File: config.mk
export PLATFORM = sky130hd
export DESIGN_NAME = tmma_uop_seq
export DESIGN_NICKNAME = d
export VERILOG_FILES = /design/src/rtl/tmma_pkg.sv /design/src/rtl/tmma_uop_counter.sv /design/src/rtl/tmma_uop_fields.sv /design/src/rtl/tmma_seq_ctrl.sv /design/src/rtl/tmma_uop_seq.sv
export SDC_FILE = /design/constraint.sdc
export NUM_CORES = 1
export LEC_CHECK = 0
export BUFFER_PORTS_ARGS = -buffer_cell sky130_fd_sc_hd__clkbuf_2
export CAP_MARGIN = 15
export CORE_MARGIN = 2
export CORE_UTILIZATION = 36
export DETAILED_ROUTE_END_ITERATION = 8
export GPL_TIMING_DRIVEN = 0
export PLACE_DENSITY = 0.86
export SYNTH_ARGS = -nofsm -noshare
export SYNTH_HDL_FRONTEND = slang
export SYNTH_SLANG_ARGS = --single-unit
File: constraint.sdc
create_clock -name clk -period 2.15 [get_ports clk]
set_clock_uncertainty 0.2 [all_clocks]
set_input_delay 0.645 -clock clk [delete_from_list [all_inputs] [get_ports clk]]
set_output_delay 0.645 -clock clk [all_outputs]
set_load 0.01 [all_outputs]
File: src/rtl/tmma_pkg.sv
// Package: shared types for the tensor micro-op sequencer.
// Assumes: included ahead of all sequencer modules.
package tmma_pkg;

    // Sequencer control state
    typedef enum logic {
        SEQ_IDLE = 1'b0,
        SEQ_RUN  = 1'b1
    } seq_state_e;

    // Per-micro-op control flags
    typedef struct packed {
        logic wb;
        logic use_pc;
        logic use_imm;
    } uop_flags_t;

endpackage

File: src/rtl/tmma_uop_counter.sv
// Module: position counter over set/step/half.
// The half bit is the LSB, then the step, then the set, so a plain
// increment walks the required order. The counter wraps to zero after
// the final position.
// Assumes: clear and advance are never asserted together.
module tmma_uop_counter #(
    parameter int unsigned SET_W  = 2,
    parameter int unsigned STEP_W = 2,
    localparam int unsigned IDX_W = SET_W + STEP_W + 1
) (
    input  logic              clk,
    input  logic              rst_n,
    input  logic              clear,
    input  logic              advance,
    output logic [SET_W-1:0]  set_o,
    output logic [STEP_W-1:0] step_o,
    output logic              half_o,
    output logic [IDX_W-1:0]  idx_o,
    output logic [IDX_W-1:0]  next_o,
    output logic              last_o
);

    logic [IDX_W-1:0] idx_q;

    // Position register: reset/clear to zero, step on each handshake
    always_ff @(posedge clk) begin
        if (!rst_n || clear) begin
            idx_q <= '0;
        end else if (advance) begin
            idx_q <= idx_q + 1'b1;
        end
    end

    // Field slicing and following-position decode
    always_comb begin
        half_o = idx_q[0];
        step_o = idx_q[STEP_W:1];
        set_o  = idx_q[IDX_W-1:STEP_W+1];
        idx_o  = idx_q;
        next_o = idx_q + 1'b1;
        last_o = &idx_q;
    end

endmodule

File: src/rtl/tmma_uop_fields.sv
// Module: combinational micro-op field generator.
// Builds every field of one micro-op from the set, step and half of the
// current position.
// Assumes: register indices fit in REG_W bits for the chosen bases.
module tmma_uop_fields
    import tmma_pkg::*;
#(
    parameter int unsigned SET_W     = 2,
    parameter int unsigned STEP_W    = 2,
    parameter int unsigned REG_W     = 6,
    parameter int unsigned FREG_BASE = 32,
    parameter int unsigned ACC_BASE  = 16,
    parameter int unsigned SRCB_BASE = 8,
    parameter int unsigned OP_W      = 4,
    parameter int unsigned MOD_W     = 3,
    parameter int unsigned EX_W      = 3,
    parameter int unsigned EX_TENSOR = 5,
    parameter int unsigned DATA_W    = 32
) (
    input  logic [SET_W-1:0]  set_i,
    input  logic [STEP_W-1:0] step_i,
    input  logic              half_i,
    input  logic              last_i,
    output logic [EX_W-1:0]   ex_o,
    output logic [OP_W-1:0]   op_o,
    output logic [MOD_W-1:0]  mod_o,
    output uop_flags_t        flags_o,
    output logic [DATA_W-1:0] pc_o,
    output logic [DATA_W-1:0] imm_o,
    output logic [REG_W-1:0]  rd_o,
    output logic [REG_W-1:0]  rs1_o,
    output logic [REG_W-1:0]  rs2_o,
    output logic [REG_W-1:0]  rs3_o
);

    localparam logic [REG_W-1:0] ACC_REG  = REG_W'(FREG_BASE + ACC_BASE);
    localparam logic [REG_W-1:0] SRCA_REG = REG_W'(FREG_BASE);
    localparam logic [REG_W-1:0] SRCB_REG = REG_W'(FREG_BASE + SRCB_BASE);

    logic [REG_W-1:0] acc_off;
    logic [REG_W-1:0] src_off;

    // Register offsets: the accumulator follows step, the sources follow set
    always_comb begin
        acc_off = REG_W'({step_i, half_i});
        src_off = REG_W'({set_i, half_i});
    end

    // Execution metadata and flags
    always_comb begin
        ex_o            = EX_W'(EX_TENSOR);
        op_o            = OP_W'(step_i);
        mod_o           = MOD_W'(half_i);
        flags_o.wb      = 1'b1;
        flags_o.use_pc  = 1'b0;
        flags_o.use_imm = 1'b0;
        pc_o            = last_i ? DATA_W'(1) : '0;
        imm_o           = last_i ? DATA_W'(1) : '0;
    end

    // Register indices; the accumulator is both a source and the destination
    always_comb begin
        rd_o  = ACC_REG + acc_off;
        rs3_o = ACC_REG + acc_off;
        rs1_o = SRCA_REG + src_off;
        rs2_o = SRCB_REG + src_off;
    end

endmodule

File: src/rtl/tmma_seq_ctrl.sv
// Module: idle/run control for the sequencer.
// Accepts a macro only when idle, counts output handshakes while running,
// and drops back to idle on the handshake of the finish micro-op.
// Assumes: last_i reflects the micro-op currently presented.
module tmma_seq_ctrl
    import tmma_pkg::*;
(
    input  logic clk,
    input  logic rst_n,
    input  logic mac_valid,
    input  logic uop_ready,
    input  logic last_i,
    output logic mac_ready,
    output logic uop_valid,
    output logic accept,
    output logic fire,
    output logic done
);

    seq_state_e state_q;
    seq_state_e state_d;

    // Handshake decode
    always_comb begin
        mac_ready = (state_q == SEQ_IDLE);
        uop_valid = (state_q == SEQ_RUN);
        accept    = mac_ready && mac_valid;
        fire      = uop_valid && uop_ready;
        done      = fire && last_i;
    end

    // Next-state selection
    always_comb begin
        state_d = state_q;
        if (accept) begin
            state_d = SEQ_RUN;
        end else if (done) begin
            state_d = SEQ_IDLE;
        end
    end

    // State register with synchronous reset
    always_ff @(posedge clk) begin
        if (!rst_n) begin
            state_q <= SEQ_IDLE;
        end else begin
            state_q <= state_d;
        end
    end

endmodule

File: src/rtl/tmma_uop_seq.sv
// Module: tensor micro-op expansion sequencer (top).
// Expands one multiply-accumulate macro into 32 micro-ops on a
// valid/ready port and pulses seq_done with the finish micro-op.
// Assumes: the downstream holds or takes each micro-op by the usual
// valid/ready rule; macros are offered through mac_valid/mac_ready.
module tmma_uop_seq
    import tmma_pkg::*;
#(
    parameter int unsigned SET_W     = 2,
    parameter int unsigned STEP_W    = 2,
    parameter int unsigned REG_W     = 6,
    parameter int unsigned FREG_BASE = 32,
    parameter int unsigned ACC_BASE  = 16,
    parameter int unsigned SRCB_BASE = 8,
    parameter int unsigned OP_W      = 4,
    parameter int unsigned MOD_W     = 3,
    parameter int unsigned EX_W      = 3,
    parameter int unsigned EX_TENSOR = 5,
    parameter int unsigned DATA_W    = 32,
    localparam int unsigned IDX_W    = SET_W + STEP_W + 1
) (
    input  logic              clk,
    input  logic              rst_n,
    input  logic              mac_valid,
    output logic              mac_ready,
    output logic              uop_valid,
    input  logic              uop_ready,
    output logic [IDX_W-1:0]  uop_seq,
    output logic [IDX_W-1:0]  uop_next,
    output logic              uop_last,
    output logic [EX_W-1:0]   uop_ex,
    output logic [OP_W-1:0]   uop_op,
    output logic [MOD_W-1:0]  uop_mod,
    output logic              uop_wb,
    output logic              uop_use_pc,
    output logic              uop_use_imm,
    output logic [DATA_W-1:0] uop_pc,
    output logic [DATA_W-1:0] uop_imm,
    output logic [REG_W-1:0]  uop_rd,
    output logic [REG_W-1:0]  uop_rs1,
    output logic [REG_W-1:0]  uop_rs2,
    output logic [REG_W-1:0]  uop_rs3,
    output logic              seq_done
);

    logic              accept;
    logic              fire;
    logic [SET_W-1:0]  cur_set;
    logic [STEP_W-1:0] cur_step;
    logic              cur_half;
    uop_flags_t        flags;

    tmma_seq_ctrl u_ctrl (
        .clk       (clk),
        .rst_n     (rst_n),
        .mac_valid (mac_valid),
        .uop_ready (uop_ready),
        .last_i    (uop_last),
        .mac_ready (mac_ready),
        .uop_valid (uop_valid),
        .accept    (accept),
        .fire      (fire),
        .done      (seq_done)
    );

    tmma_uop_counter #(
        .SET_W  (SET_W),
        .STEP_W (STEP_W)
    ) u_cnt (
        .clk     (clk),
        .rst_n   (rst_n),
        .clear   (accept),
        .advance (fire),
        .set_o   (cur_set),
        .step_o  (cur_step),
        .half_o  (cur_half),
        .idx_o   (uop_seq),
        .next_o  (uop_next),
        .last_o  (uop_last)
    );

    tmma_uop_fields #(
        .SET_W     (SET_W),
        .STEP_W    (STEP_W),
        .REG_W     (REG_W),
        .FREG_BASE (FREG_BASE),
        .ACC_BASE  (ACC_BASE),
        .SRCB_BASE (SRCB_BASE),
        .OP_W      (OP_W),
        .MOD_W     (MOD_W),
        .EX_W      (EX_W),
        .EX_TENSOR (EX_TENSOR),
        .DATA_W    (DATA_W)
    ) u_fields (
        .set_i   (cur_set),
        .step_i  (cur_step),
        .half_i  (cur_half),
        .last_i  (uop_last),
        .ex_o    (uop_ex),
        .op_o    (uop_op),
        .mod_o   (uop_mod),
        .flags_o (flags),
        .pc_o    (uop_pc),
        .imm_o   (uop_imm),
        .rd_o    (uop_rd),
        .rs1_o   (uop_rs1),
        .rs2_o   (uop_rs2),
        .rs3_o   (uop_rs3)
    );

    // Flag fan-out to ports
    always_comb begin
        uop_wb      = flags.wb;
        uop_use_pc  = flags.use_pc;
        uop_use_imm = flags.use_imm;
    end

endmodule

# Yosys cells after proc, flatten, opt, wreduce, memory -nomap -nowiden
# Index checks and enable logic that the tools add are counted.
# Widths: inputs -> output; s select.
[word_totals]
reg_bits = 6
inputBits = 4
output_inout_bits = 115
elab_cells = 17
[op_classes]
reduce_logical = 7
mux = 3
n_bitwise = 1
n_addsub = 4
[ops]
columns = ["op", "count"]
rows = [
  ["$add 6x3->6 const A", 2],
  ["$add 5x4->6 const A", 1],
  ["$add 5x1->5 const B", 1],
  ["$reduce_and 5->1", 1],
  ["$logic_and 1x1->1", 3],
  ["$mux 1", 3],
  ["$reduce_bool 2->1", 1],
  ["$logic_not 1->1", 1],
  ["$logic_or 1x1->1", 1],
  ["$not 1->1", 1],
]

# Logic depth before layout (Yosys ltp)
[logic_depth]
depth_word = 4
ltp_mapped = 6
depth_no_buf = 6

# Modules after synthesis
# Synthesis repeated with hierarchy kept, for this count alone.
[hier_totals]
cells_unflattened = 142
area_unflattened_um2 = 1131.1
[by_module_without_submodules]
columns = ["module", "instances", "cells_per_inst", "area_each_um2", "seq_area_each_um2"]
rows = [
  ["tmma_uop_fields", 1, 103, 765.7, 0.0],
  ["tmma_uop_counter", 1, 32, 302.8, 100.1],
  ["tmma_seq_ctrl", 1, 7, 62.6, 20.0],
]

# Worst setup path before layout
# No wires, ideal clock.
[synth_path]
path_kind = "reg-to-output"
from = "reg u_cnt.idx_q[0], in the netlist u_cnt.idx_o[0]"
to = "out seq_done"
slack_ns = -0.062
arrival_ns = 1.367
required_ns = 1.305
path_stages_with_launch = 5
path_buffers = 0
cell_sequence = "dfxtp_1 > ha_1 > and3_1 > ha_1 > and3_2"
[synth_between]
elab_chain_cells = 2
[synth_lines]
columns = ["item", "line_no", "rtl"]
rows = [
  ["start, declared", "tmma_uop_counter.sv:23", "logic [IDX_W-1:0] idx_q;"],
  ["start signal, assigned", "tmma_uop_counter.sv:30", "idx_q <= idx_q + 1'b1;"],
  ["$reduce_and 5->1", "tmma_uop_counter.sv:41", "last_o = &idx_q;"],
  ["via uop_last", "tmma_uop_seq.sv:30", "output logic uop_last,"],
  ["$logic_and 1x1->1", "tmma_seq_ctrl.sv:29", "done = fire && last_i;"],
  ["end, declared", "tmma_uop_seq.sv:43", "output logic seq_done"],
]
# The timed path passes the listed nets, and every way through them passes these cells.

# Final worst setup path
[layout_path]
from = "reg u_cnt.idx_q[1], in the netlist u_cnt.idx_o[1]"
to = "out seq_done"
[layout_between]
elab_chain_cells = 2
[layout_lines]
columns = ["item", "line_no"]
rows = [
  ["$reduce_and 5->1", "tmma_uop_counter.sv:41"],
  ["$logic_and 1x1->1", "tmma_seq_ctrl.sv:29"],
]
# Every way passes these cells.

==> flow_summary_export.csv <==
group,metric,value,unit
floorplanning,ios,119,
synth,synth_seq_cells,6,
power_and_ir_drop,p_switching,162,µW
floorplanning,start_util,0.377,
layout,drive_above_1_share,0.584,
setup_path,crit_path_start_kind,"flip-flop",
status,outcome,"finished with violations",
global_route,antenna_found_initial,0,
layout,fin_nets,275,
placed_design,dp_slack,-0.142,ns
layout,antenna_cells,0,
power_and_ir_drop,combPwrFrac,0.519,
route,num_vias,970,
route,drc,0,
setup_path,worstPathArrival,1.39,ns
cts,cts_buffer_depth,2,
setup_path,crit_slowest_cell,"dfxtp_4",
sta,clock.fmax,448,MHz
cts,clock_sinks,6,
synth,ys_warn_count,0,
sta,fin_crit,2.23,ns
setup_path,critical_path.max_fanout,4,
global_route,grt_overflow_total,0,
global_route,grt_pass1_wl,3.07,mm
synth,syn_avg_cell_area,7.88,µm²
route,postRouteAntennaNets,0,
cts,clockRootBuffer,"clkbuf_4",
floorplanning,row_count,20,
sta,fin_ws,-0.0842,ns
power_and_ir_drop,p_per_area,257,mW/mm²
synth,syn-cell-area,0.00114,mm²
status,violations,"setup timing",
sta,hold_violations,0,
power_and_ir_drop,p_leak,0.00117,µW
power_and_ir_drop,internal-power,301,µW
synth,yosys.cell_types.count,26,
sta,setup_viol,3,
synth,yosysSeqAreaShare,0.105,
floorplanning,die_y,60.3,µm
job,maxCapViolations,0,
setup_path,crit_chain,"ha_4, and3_4, ha_4, and3_4, buf_8",
setup_path,crit_start,"u_cnt.idx_o[1]",
setup_path,cp-end-kind,"output pin",
setup_path,path_class,"flip-flop to output pin",
power_and_ir_drop,seqPwrFrac,0.254,
floorplanning,core,0.00303,mm²
floorplanning,fp.dieArea,0.00364,mm²
floorplanning,die_w,60.3,µm
setup_path,cp_num_buf_inv,1,
layout,area_delta_synth_final,57.5,%
route,first_pass_iters,4,
power_and_ir_drop,finalPower,463,µW
global_route,grt_pass1_vias,720,
worst_hold_path,hold_start,"u_cnt.idx_o[3]",
route,viasPerCell,3.12,
cts,clk_latency,0.24,ns
route,drt_iter0_drc,18,
sta,maxSlewViolCount,0,
power_and_ir_drop,p_sw_frac,0.351,
placed_design,hpwl,1.94,mm
power_and_ir_drop,vdd_drop_max,0.000117,V
synth,synthCells,145,
setup_path,cp_top_family,"simple AND/OR/NAND/NOR gates",
layout,seqCellArea,130,µm²
cts,cts_tree,"yes",
placed_design,portBuffers,33,
power_and_ir_drop,p_clk_frac,0.227,
sta,finalCritPeriodShare,1.04,
route,wire_per_inst,7.44,µm
global_route,grt_use_total,0.114,
global_route,grt_max_degree,12,
route,totalWireLength,2.32,mm
cts,path_clk_slew,0.05,ns
sta,rsz0062_at_grt,"yes",
placed_design,gp_congestion,0.760,
layout,fill_cells,282,
cts,cts_inserted_buffers,3,
setup_path,reg2reg_from,"u_cnt.idx_o[1]",
worst_hold_path,hp-class,"flip-flop to flip-flop",
setup_path,cp_slowest_stage_delay,0.35,ns
layout,multiInputGateArea,576,µm²
cts,htreeDepth,1,
setup_path,cp_data_required_time,1.30,ns
## through the flow
step,cells,hold slack (ns),instance area [µm²],setup TNS (ns),utilization
after floorplan,227,0.384,1450,0,-
after global placement,304,0.395,1670,-0.122,0.552
after detailed placement,304,0.405,1670,-0.181,0.552
after CTS,310,0.368,1780,-0.198,0.587
after global routing,311,0.383,1800,-0.242,0.594
final,311,0.371,1800,-0.144,0.594
## registers in the layout, summed over array words and instances (netlist names)
name	count
u_ctrl.uop_valid	1
u_cnt.idx_o	5
## cell families (layout without fill, tap and decap cells)
group | after synthesis | in the layout | share of synthesized area
AOI/OAI and AO/OA | 6 | 6 | 0.0361
xor gates and xnor gates | 3 | 3 | 0.0230
adders and majority gates | 2 | 2 | 0.0219
buffers and inverters | 106 | 146 | 0.690
DFF | 6 | 6 | 0.105
muxes | 2 | 2 | 0.0175
other | 2 | 84 | 0.00657
and+or+nand+nor | 18 | 18 | 0.0997
## final timing paths
kind / cells after the start / slack, ns / endpoint
min: 2 / 0.37 / u_cnt.idx_o[3]
max: 5 / -0.08 / seq_done
max reg2reg: 6 / 0.59 / u_cnt.idx_o[4]
min reg2reg: 2 / 0.37 / u_cnt.idx_o[3]
## synthesized netlist by cell type
master	count	area, µm²
xnor2_1	1	8.76
mux2i_1	2	20.0
nor3b_1	1	7.51
o31a_1	1	8.76
inv_1	2	7.51
nand3_1	1	5.00
xor2_1	2	17.5
dfxtp_1	6	120
a21oi_1	1	5.00
conb_1	2	7.51
inv_2	1	3.75
nor3_1	1	5.00
o21ai_0	1	5.00
buf_4	102	766
nor2_1	3	11.3
buf_6	1	11.3
o211ai_1	1	7.51
o21a_1	2	15.0
and3_2	3	22.5
and3_4	1	11.3
nand4_1	3	18.8
nor2b_1	1	6.26
and3_1	2	12.5
nand2_2	1	6.26
nand3b_1	1	7.51
ha_1	2	25.0
## routing by layer
layer  GRT usage  part of all wire
met1       0.100              0.31
met2       0.224              0.53
met3      0.0277              0.14
met4      0.0794             0.019
met5           0                 0
## worst min-delay path: cells and delay by family (launching register included)
| family | cells | cell delay, ns |
|---|---|---|
| flip-flops | 1 | 0.36 |
| AND/OR/NAND/NOR | 1 | 0.09 |
| AO/OA/AOI/OAI | 1 | 0.07 |
## cells in the final DEF, fill, tap and decap left out, types with 2 or more instances in the layout
cell,synthesis,final
and3_2,3,2
o21a_1,2,2
dfxtp_1,6,2
xor2_1,2,2
buf_4,102,106
buf_6,1,3
conb_1,2,84
buf_8,0,2
nand4_1,3,3
ha_4,0,2
mux2i_1,2,2
and3_4,1,3
nor2_1,3,3
clkbuf_2,0,29
dfxtp_4,0,2
clkbuf_4,0,3
dfxtp_2,0,2
inv_1,2,2
## what timing repair did
action | CTS | global route
setup endpoints to repair | 5 | 4
hold buffers | 0 | 0
setup buffers | 3 | 1
pin swaps | 2 | 0
gates resized for setup | 12 | 6
gates cloned | 0 | 0
## layout make-up
cell class              instances  share of cell area
plain buffers                 103               0.432
multi-input cells             115               0.320
repair buffers                 37               0.127
flip-flops and latches          6              0.0723
well taps                      44              0.0306
clock buffers                   3              0.0125
inverters                       3             0.00626
## power by group through the flow
stage               Combinational (µW)  Sequential [µW]  Clock (µW)
floorplan                          206              123           0
global placement                   224              123           0
detailed placement                 225              124           0
CTS                                231              117         110
global route                       264              118         114
finish                             240              118         105
Power figures use the tool's default switching activity.
